==> src/rtl/seq_pkg.sv <==
package seq_pkg;
  typedef enum logic [2:0] {
    S_FADDR  = 3'd0,
    S_FREAD  = 3'd1,
    S_FIR    = 3'd2,
    S_EXEC   = 3'd3,
    S_ISAVE  = 3'd4,
    S_IWRITE = 3'd5
  } seq_state_t;

  typedef struct packed {
    logic mar_from_pc;
    logic mar_from_sp;
    logic mbr_from_mem;
    logic mbr_from_pc;
    logic ir_from_mbr;
    logic pc_inc;
    logic pc_jump;
    logic pc_vec;
    logic sp_dec;
    logic ie_clr;
  } seq_ctl_t;
endpackage

==> src/rtl/seq_fsm.sv <==
module seq_fsm
  import seq_pkg::*;
(
  input  logic       clk,
  input  logic       rst,
  input  logic       mem_ready,
  input  logic       exec_done,
  input  logic       jump_valid,
  input  logic       take_irq,
  output seq_state_t state,
  output seq_ctl_t   ctl
);
  seq_state_t nxt;

  always_comb begin
    nxt = state;
    ctl = '0;
    unique case (state)
      S_FADDR: begin
        ctl.mar_from_pc = 1'b1;
        nxt = S_FREAD;
      end
      S_FREAD: if (mem_ready) begin
        ctl.mbr_from_mem = 1'b1;
        ctl.pc_inc       = 1'b1;
        nxt = S_FIR;
      end
      S_FIR: begin
        ctl.ir_from_mbr = 1'b1;
        nxt = S_EXEC;
      end
      S_EXEC: if (exec_done) begin
        ctl.pc_jump = jump_valid;
        nxt = take_irq ? S_ISAVE : S_FADDR;
      end
      S_ISAVE: begin
        ctl.mbr_from_pc = 1'b1;
        ctl.sp_dec      = 1'b1;
        ctl.mar_from_sp = 1'b1;
        ctl.ie_clr      = 1'b1;
        nxt = S_IWRITE;
      end
      S_IWRITE: if (mem_ready) begin
        ctl.pc_vec = 1'b1;
        nxt = S_FADDR;
      end
      default: nxt = S_FADDR;
    endcase
  end

  always_ff @(posedge clk) begin
    if (rst) state <= S_FADDR;
    else     state <= nxt;
  end
endmodule

==> src/rtl/seq_regs.sv <==
module seq_regs
  import seq_pkg::*;
#(
  parameter int AW = 8,
  parameter int DW = 16,
  parameter logic [AW-1:0] RESET_PC  = '0,
  parameter logic [AW-1:0] STACK_TOP = '1
) (
  input  logic          clk,
  input  logic          rst,
  input  seq_ctl_t      ctl,
  input  logic          ie_set,
  input  logic [DW-1:0] mem_rdata,
  input  logic [AW-1:0] vec_addr,
  input  logic [AW-1:0] jump_target,
  output logic [AW-1:0] pc_q,
  output logic [AW-1:0] mar_q,
  output logic [DW-1:0] mbr_q,
  output logic [DW-1:0] ir_q,
  output logic [AW-1:0] sp_q,
  output logic          ie_q
);
  logic [AW-1:0] sp_dn;
  assign sp_dn = sp_q - AW'(1);

  always_ff @(posedge clk) begin
    if (rst) begin
      pc_q  <= RESET_PC;
      mar_q <= '0;
      mbr_q <= '0;
      ir_q  <= '0;
      sp_q  <= STACK_TOP;
      ie_q  <= 1'b0;
    end else begin
      if (ctl.mar_from_pc)       mar_q <= pc_q;
      else if (ctl.mar_from_sp)  mar_q <= sp_dn;
      if (ctl.mbr_from_mem)      mbr_q <= mem_rdata;
      else if (ctl.mbr_from_pc)  mbr_q <= DW'(pc_q);
      if (ctl.ir_from_mbr)       ir_q  <= mbr_q;
      if (ctl.pc_inc)            pc_q  <= pc_q + AW'(1);
      else if (ctl.pc_jump)      pc_q  <= jump_target;
      else if (ctl.pc_vec)       pc_q  <= vec_addr;
      if (ctl.sp_dec)            sp_q  <= sp_dn;
      if (ctl.ie_clr)            ie_q  <= 1'b0;
      else if (ie_set)           ie_q  <= 1'b1;
    end
  end
endmodule

==> src/rtl/instr_cycle_seq.sv <==
module instr_cycle_seq
  import seq_pkg::*;
#(
  parameter int AW = 8,
  parameter int DW = 16,
  parameter logic [AW-1:0] RESET_PC  = '0,
  parameter logic [AW-1:0] STACK_TOP = 8'hF0
) (
  input  logic          clk,
  input  logic          rst,
  input  logic          mem_ready,
  input  logic [DW-1:0] mem_rdata,
  input  logic          irq_req,
  input  logic          ie_set,
  input  logic [AW-1:0] vec_addr,
  input  logic          exec_done,
  input  logic          jump_valid,
  input  logic [AW-1:0] jump_target,
  output logic [AW-1:0] mem_addr,
  output logic [DW-1:0] mem_wdata,
  output logic          mem_rd,
  output logic          mem_wr,
  output logic          ld_mar,
  output logic          ld_mbr,
  output logic          ld_ir,
  output logic          ld_pc,
  output logic          exec_active,
  output logic [AW-1:0] pc,
  output logic [DW-1:0] ir,
  output logic [AW-1:0] sp,
  output logic          ie
);
  seq_state_t    state;
  seq_ctl_t      ctl;
  logic          take_irq;
  logic [AW-1:0] mar_q;
  logic [DW-1:0] mbr_q;

  assign take_irq = irq_req & ie;

  seq_fsm u_fsm (
    .clk        (clk),
    .rst        (rst),
    .mem_ready  (mem_ready),
    .exec_done  (exec_done),
    .jump_valid (jump_valid),
    .take_irq   (take_irq),
    .state      (state),
    .ctl        (ctl)
  );

  seq_regs #(
    .AW(AW), .DW(DW), .RESET_PC(RESET_PC), .STACK_TOP(STACK_TOP)
  ) u_regs (
    .clk         (clk),
    .rst         (rst),
    .ctl         (ctl),
    .ie_set      (ie_set),
    .mem_rdata   (mem_rdata),
    .vec_addr    (vec_addr),
    .jump_target (jump_target),
    .pc_q        (pc),
    .mar_q       (mar_q),
    .mbr_q       (mbr_q),
    .ir_q        (ir),
    .sp_q        (sp),
    .ie_q        (ie)
  );

  assign mem_addr    = mar_q;
  assign mem_wdata   = mbr_q;
  assign mem_rd      = (state == S_FREAD);
  assign mem_wr      = (state == S_IWRITE);
  assign exec_active = (state == S_EXEC);
  assign ld_mar      = ctl.mar_from_pc | ctl.mar_from_sp;
  assign ld_mbr      = ctl.mbr_from_mem | ctl.mbr_from_pc;
  assign ld_ir       = ctl.ir_from_mbr;
  assign ld_pc       = ctl.pc_inc | ctl.pc_jump | ctl.pc_vec;
endmodule

==> config.mk <==
export PLATFORM = sky130hd
export DESIGN_NAME = instr_cycle_seq
export DESIGN_NICKNAME = d
export VERILOG_FILES = /design/src/rtl/seq_pkg.sv /design/src/rtl/seq_fsm.sv /design/src/rtl/seq_regs.sv /design/src/rtl/instr_cycle_seq.sv
export SDC_FILE = /design/constraint.sdc
export NUM_CORES = 1
export LEC_CHECK = 0
export BUFFER_PORTS_ARGS = -buffer_cell sky130_fd_sc_hd__buf_2
export CORE_MARGIN = 1
export CORE_UTILIZATION = 44
export CTS_CLUSTER_DIAMETER = 30
export CTS_CLUSTER_SIZE = 40
export DETAILED_ROUTE_END_ITERATION = 10
export PLACE_DENSITY_LB_ADDON = 0.15
export RECOVER_POWER = 50
export SLEW_MARGIN = 0
export SYNTH_ARGS = -nofsm -noshare
export SYNTH_HDL_FRONTEND = slang
export SYNTH_SLANG_ARGS = --single-unit
==> constraint.sdc <==
create_clock -name clk -period 1.7 [get_ports clk]
set_input_delay 0.085 -clock clk [delete_from_list [all_inputs] [get_ports clk]]
set_output_delay 0.085 -clock clk [all_outputs]
set_load 0.02 [all_outputs]
Word-level counts from Yosys, hierarchy flattened:

Index checks and enable logic that the tools add are counted.

* add/subtract/negate cells: 2
* multipliers: 0
* div/mod/pow operators: 0
* magnitude comparators: 0
* eq/ne operators: 8
* shifts and indexed selects: 0
* muxes and demuxes: 21
* bitwise gates (word level): 5
* reductions and logical operators: 6

Operator list (count)
* two-way mux 8 bit: 5
* two-way mux 16 bit: 2
* one-hot mux 3 bit (6 select lines): 1
* two-way mux 3 bit: 4
* adder 8 x 1 -> 8 bit (second input constant): 1
* two-way mux 1 bit: 8
* subtractor 8 x 1 -> 8 bit (second input constant): 1
* == test 3 x 2 -> 1 bit (second input constant): 2
* == test 3 bit (second input constant): 2
* != test 2 bit (second input constant): 3
* bitwise OR 1 bit: 4
* nonzero test 2 bit: 2
* == test 3 x 1 -> 1 bit (second input constant): 1
* logical NOT 3 bit: 1
* AND reduction 3 bit: 1
* nonzero test 3 bit: 1
* two-way mux 2 bit: 1
* OR reduction 2 bit: 1
* AND 1 bit: 1

* register bits after elaboration: 60
* latch bits: 0
* memory bits (writable): 0
* memory bits (read-only): 0
* input bits: 39
* output and inout port bits: 64
* memories kept: 0

Longest topological paths before layout:

* word-level depth: 5
* gate-level depth with buffers: 7
* mapped depth without buffers: 6

Modules after synthesis:

From an unflattened synthesis, not the netlist that was laid out.

* cell total of the unflattened synthesis: 343
* area total of the unflattened synthesis: 2934.1 µm²

Modules (own cells, without submodules)
* seq_regs: instances 1, cells each 306, area each 2642.5 µm², seq. area each 1141.1 µm²
* seq_fsm: instances 1, cells each 30, area each 241.5 µm², seq. area each 60.1 µm²
* instr_cycle_seq: instances 1, cells each 7, area each 50.0 µm², seq. area each 0.0 µm²

Worst setup path before layout:

OpenSTA, ideal clock, no wires.

* path type: register -> register
* start: register u_regs.sp_q[0]
* end: register u_regs.mar_q[6]
* setup time: 0.066 ns
* data arrival time: 1.911 ns
* data required time: 1.634 ns
* path slack: -0.278 ns
* stages on the path, launching flop included: 7
* clock period less this slack: 1.978 ns
* path through: dfxtp_1 -> inv_1 -> ha_1 -> or4b_4 -> or3_1 -> a311o_1 -> a21oi_2

* word-level cells in the longest chain between the ends: 3

RTL lines
* from (decl): line seq_regs.sv:20 `output logic [AW-1:0] sp_q,`
* from (signal assigned): line seq_regs.sv:43 `if (ctl.sp_dec) sp_q <= sp_dn;`
* subtractor 8 x 1 -> 8 bit: line seq_regs.sv:24 `assign sp_dn = sp_q - AW'(1);`
* two-way mux 8 bit: line seq_regs.sv:36 `else if (ctl.mar_from_sp) mar_q <= sp_dn;`
* two-way mux 8 bit: line seq_regs.sv:35 `if (ctl.mar_from_pc) mar_q <= pc_q;`
* to (signal assigned): line seq_regs.sv:35
* to (signal assigned): line seq_regs.sv:36
* to (decl): line seq_regs.sv:17 `output logic [AW-1:0] mar_q,`

Every way passes these cells. The select of a mux whose other input is x is not followed.
A chain may end at the register's enable or synchronous reset.

Worst setup path in the final report:

Ends and elaborated chain as after synthesis.

==> out/results.tsv <==
stage	metric	value	unit
sta	skew	6.468	ps
synthesis	synth_seq_cells	60	
cells_and_area	layout_common_cells	clkbuf_1 (57), dfxtp_1 (56), nand2_1 (55)	
sta	worstMarginPinSlew	768.8	ps
synthesis	synth_area_leader_cell	dfxtp_1	
setup_path	critPathArrivalTime	2020	ps
cells_and_area	final_nets	516	
power_and_ir_drop	power_frac_seq	47.3	%
placement	dp.final_hpwl	5.667	mm
synthesis	ys_async_sr_fraction	0	%
setup_path	required	1970	ps
drt	ant_nets	0	
drt	totalWireLength	8.160	mm
drt	vias	3003	
placement	portBuffers	102	
sta	hold_viol	0	
cells_and_area	diodes	0	
synthesis	ys_seq_area_share	43.78	%
sta	drv_slew	0	
clock_tree	numCtsBuffers	9	
synthesis	yosysWarningCount	0	
drt	wl_per_cell	14.70	µm
global_route	grt_pass1_vias	2649	
setup_path	path_max_fanout	2	
global_route	track_usage	25.79	%
clock_tree	cts_root_buf	clkbuf_8	
synthesis	synth.distinct_cells	55	
setup_path	critPathMaxStageDelay	450	ps
clock_tree	cts_buffer_depth	2	
clock_tree	cts_tree	done	
sta	period_needed	1745	ps
setup_path	worst-path-buf-inv	1	
synthesis	synth_top_cell_area_share	43.78	%
sta	rsz0062_at_grt	true	
power_and_ir_drop	p_total	3.185	mW
min_path	hold_path.class	primary input to register	
power_and_ir_drop	p_int	2.261	mW
cells_and_area	layout_commonest_cell	clkbuf_1	
job	cap_violations	0	
status	status	finished with violations	
drt	via_per_inst	5.411	
clock_tree	clkSinkCount	60	
sta	setup_slack	-45.29	ps
setup_path	path_cells	inv_4 > ha_4 > or4b_4 > or3_1 > a311o_1 > a21oi_2	
floorplan	fp.dieH	80.97	µm
power_and_ir_drop	power_density	841.8	mW/mm²
setup_path	cp_top_family	simple AND/OR/NAND/NOR gates	
floorplan	core_region_area	0.005956	mm²
cells_and_area	syn_to_final_growth	37.89	%
sta	setup-violations-final	1	
drt	first_iter_violations	221	
setup_path	start_kind	register	
placement	dpl-instance-area	0.003515	mm²
power_and_ir_drop	p_leak	1.471	nW
placement	place.gp.congestion	0.8063	
sta	fmax	573.0	MHz
power_and_ir_drop	p_comb_share	15.0	%
setup_path	crit_path_end_kind	register	
global_route	grt_first_pass_wirelength	12.69	mm
floorplan	start_util	46.07	%
power_and_ir_drop	power_frac_clock	37.8	%
status	failed_checks	setup timing	
synthesis	syn_area_per_cell	8.142	µm²
floorplan	die_area	0.006556	mm²
sta	min_period_over_period	102.7	%
floorplan	die_w	80.97	µm
cells_and_area	utilization	63.53	%
drt	firstDrtPassIters	5	
clock_tree	clk_pin_slew	70	ps
synthesis	synth.area.top_cells	dfxtp_1 (44%), nand2_1 (7.5%), a21oi_1 (6.7%)	
power_and_ir_drop	power.switching	0.9244	mW
synthesis	synth_nets	378	
drt	drc	0	
clock_tree	cts-htree-levels	3	
cells_and_area	fin_area	0.003784	mm²
power_and_ir_drop	peakVddDrop	0.4254	mV
cells_and_area	drive_above_1_share	23.54	%
clock_tree	insertion_delay	340	ps
floorplan	ios	103	
synthesis	synth_edf_count	0	
setup_path	criticalPathCategory	register to register	
global_route	antenna_found_initial	0	
global_route	grt-ovfl-total	0	
sta	setup_tns	-45.29	ps
global_route	grt_max_degree	40	
setup_path	slowest_stage	or4b_4	
synthesis	synth_cells	337	
synthesis	syn_area	0.002744	mm²
floorplan	placementRows	28	
power_and_ir_drop	power.share.switching	29.02	%
sta	slew_headroom	48.75	%
synthesis	synthFlopType	dfxtp_1	
==> synth_stat cells (4+ instances only) <==
library cell  number
nand2_1           55
nor3_1             4
a21oi_1           37
nor2_1            30
a22oi_1           18
xnor2_1            4
clkbuf_1          13
xor2_1             5
o21ai_0           11
dfxtp_1           60
nor3b_1            4
nand2b_1           9
a211oi_1           4
nand3_1            9
inv_1             10
==> worst min-delay path: cells and delay by family <==
| kind | cells | cell delay [ps] |
|---|---|---|
| buffers and inverters | 1 | 100 |
| AND/OR/NAND/NOR | 2 | 130 |
==> power by group through the flow <==
stage / sequential, mW / clock, mW / combinational (mW)
2_1_floorplan: 1.58 / 0 / 0.213
3_3_place_gp: 1.54 / 0 / 0.451
3_5_place_dp: 1.54 / 0 / 0.456
4_1_cts: 1.51 / 1.23 / 0.474
5_1_grt: 1.51 / 1.32 / 0.517
6_report: 1.51 / 1.20 / 0.476
==> kinds of logic after synthesis <==
group / count (synthesis) / synth area share, %
simple gates: 134 / 23.57
compound gates: 100 / 23.48
flops: 60 / 43.78
xor+xnor: 9 / 2.873
mux: 1 / 0.3648
fa+ha+maj: 2 / 0.9118
buf+inv: 31 / 5.016
==> routing by layer <==
metal	vias up	track usage (%)	part of all wire, %
li1	1476	-	-
met1	1395	32.96	44
met2	120	41.51	48
met3	12	5.955	7.0
met4	0	10.89	1.3
met5	-	0	0
==> layout make-up <==
cell class / count / area (µm²)
timing repair buffer: 147 / 792.0
sequential: 60 / 1214
inverter: 11 / 43.79
fill: 595 / 2172
tap: 75 / 93.84
clock inverter: 5 / 35.03
multi-input combinational: 246 / 1453
clock buffer: 11 / 152.6
==> state kept, by name, indices dropped and copies added (netlist names) <==
register,flops
u_regs.ie_q,1
u_regs.sp_q,8
u_regs.mar_q,8
u_fsm.state,3
u_regs.pc_q,8
u_regs.ir_q,16
u_regs.mbr_q,16
==> repair_timing <==
item                                    in CTS  in global routing
endpoints found under the setup margin       6                  5
pin swaps                                    0                  1
resized for setup                            6                  7
gates cloned                                 0                  0
buffers inserted                             1                  4
hold buffers                                 8                  0
endpoints found under the hold margin        8                  0
==> metrics by stage <==
| stage | worst slack [ps] | hold slack (ps) | std cells |
|---|---|---|---|
| 2_1_floorplan | -65.50 | 247.3 | 337 |
| 3_3_place_gp | -7.089 | 335.0 | 526 |
| 3_5_place_dp | -59.01 | 343.3 | 526 |
| 4_1_cts | -49.67 | 10.75 | 551 |
| 5_1_grt | -119.7 | 25.18 | 555 |
| 6_report | -45.29 | 13.03 | 555 |
==> worst paths after layout <==
kind,depth (start not counted),start,slack [ps],end
max,6,u_regs.sp_q[0],-50,u_regs.mar_q[6]
min,3,ie_set,10,u_regs.ie_q
max reg2reg,6,u_regs.sp_q[0],-50,u_regs.mar_q[6]
min reg2reg,2,u_regs.mar_q[1],450,u_regs.mar_q[1]
Power figures use the tool's default switching activity.
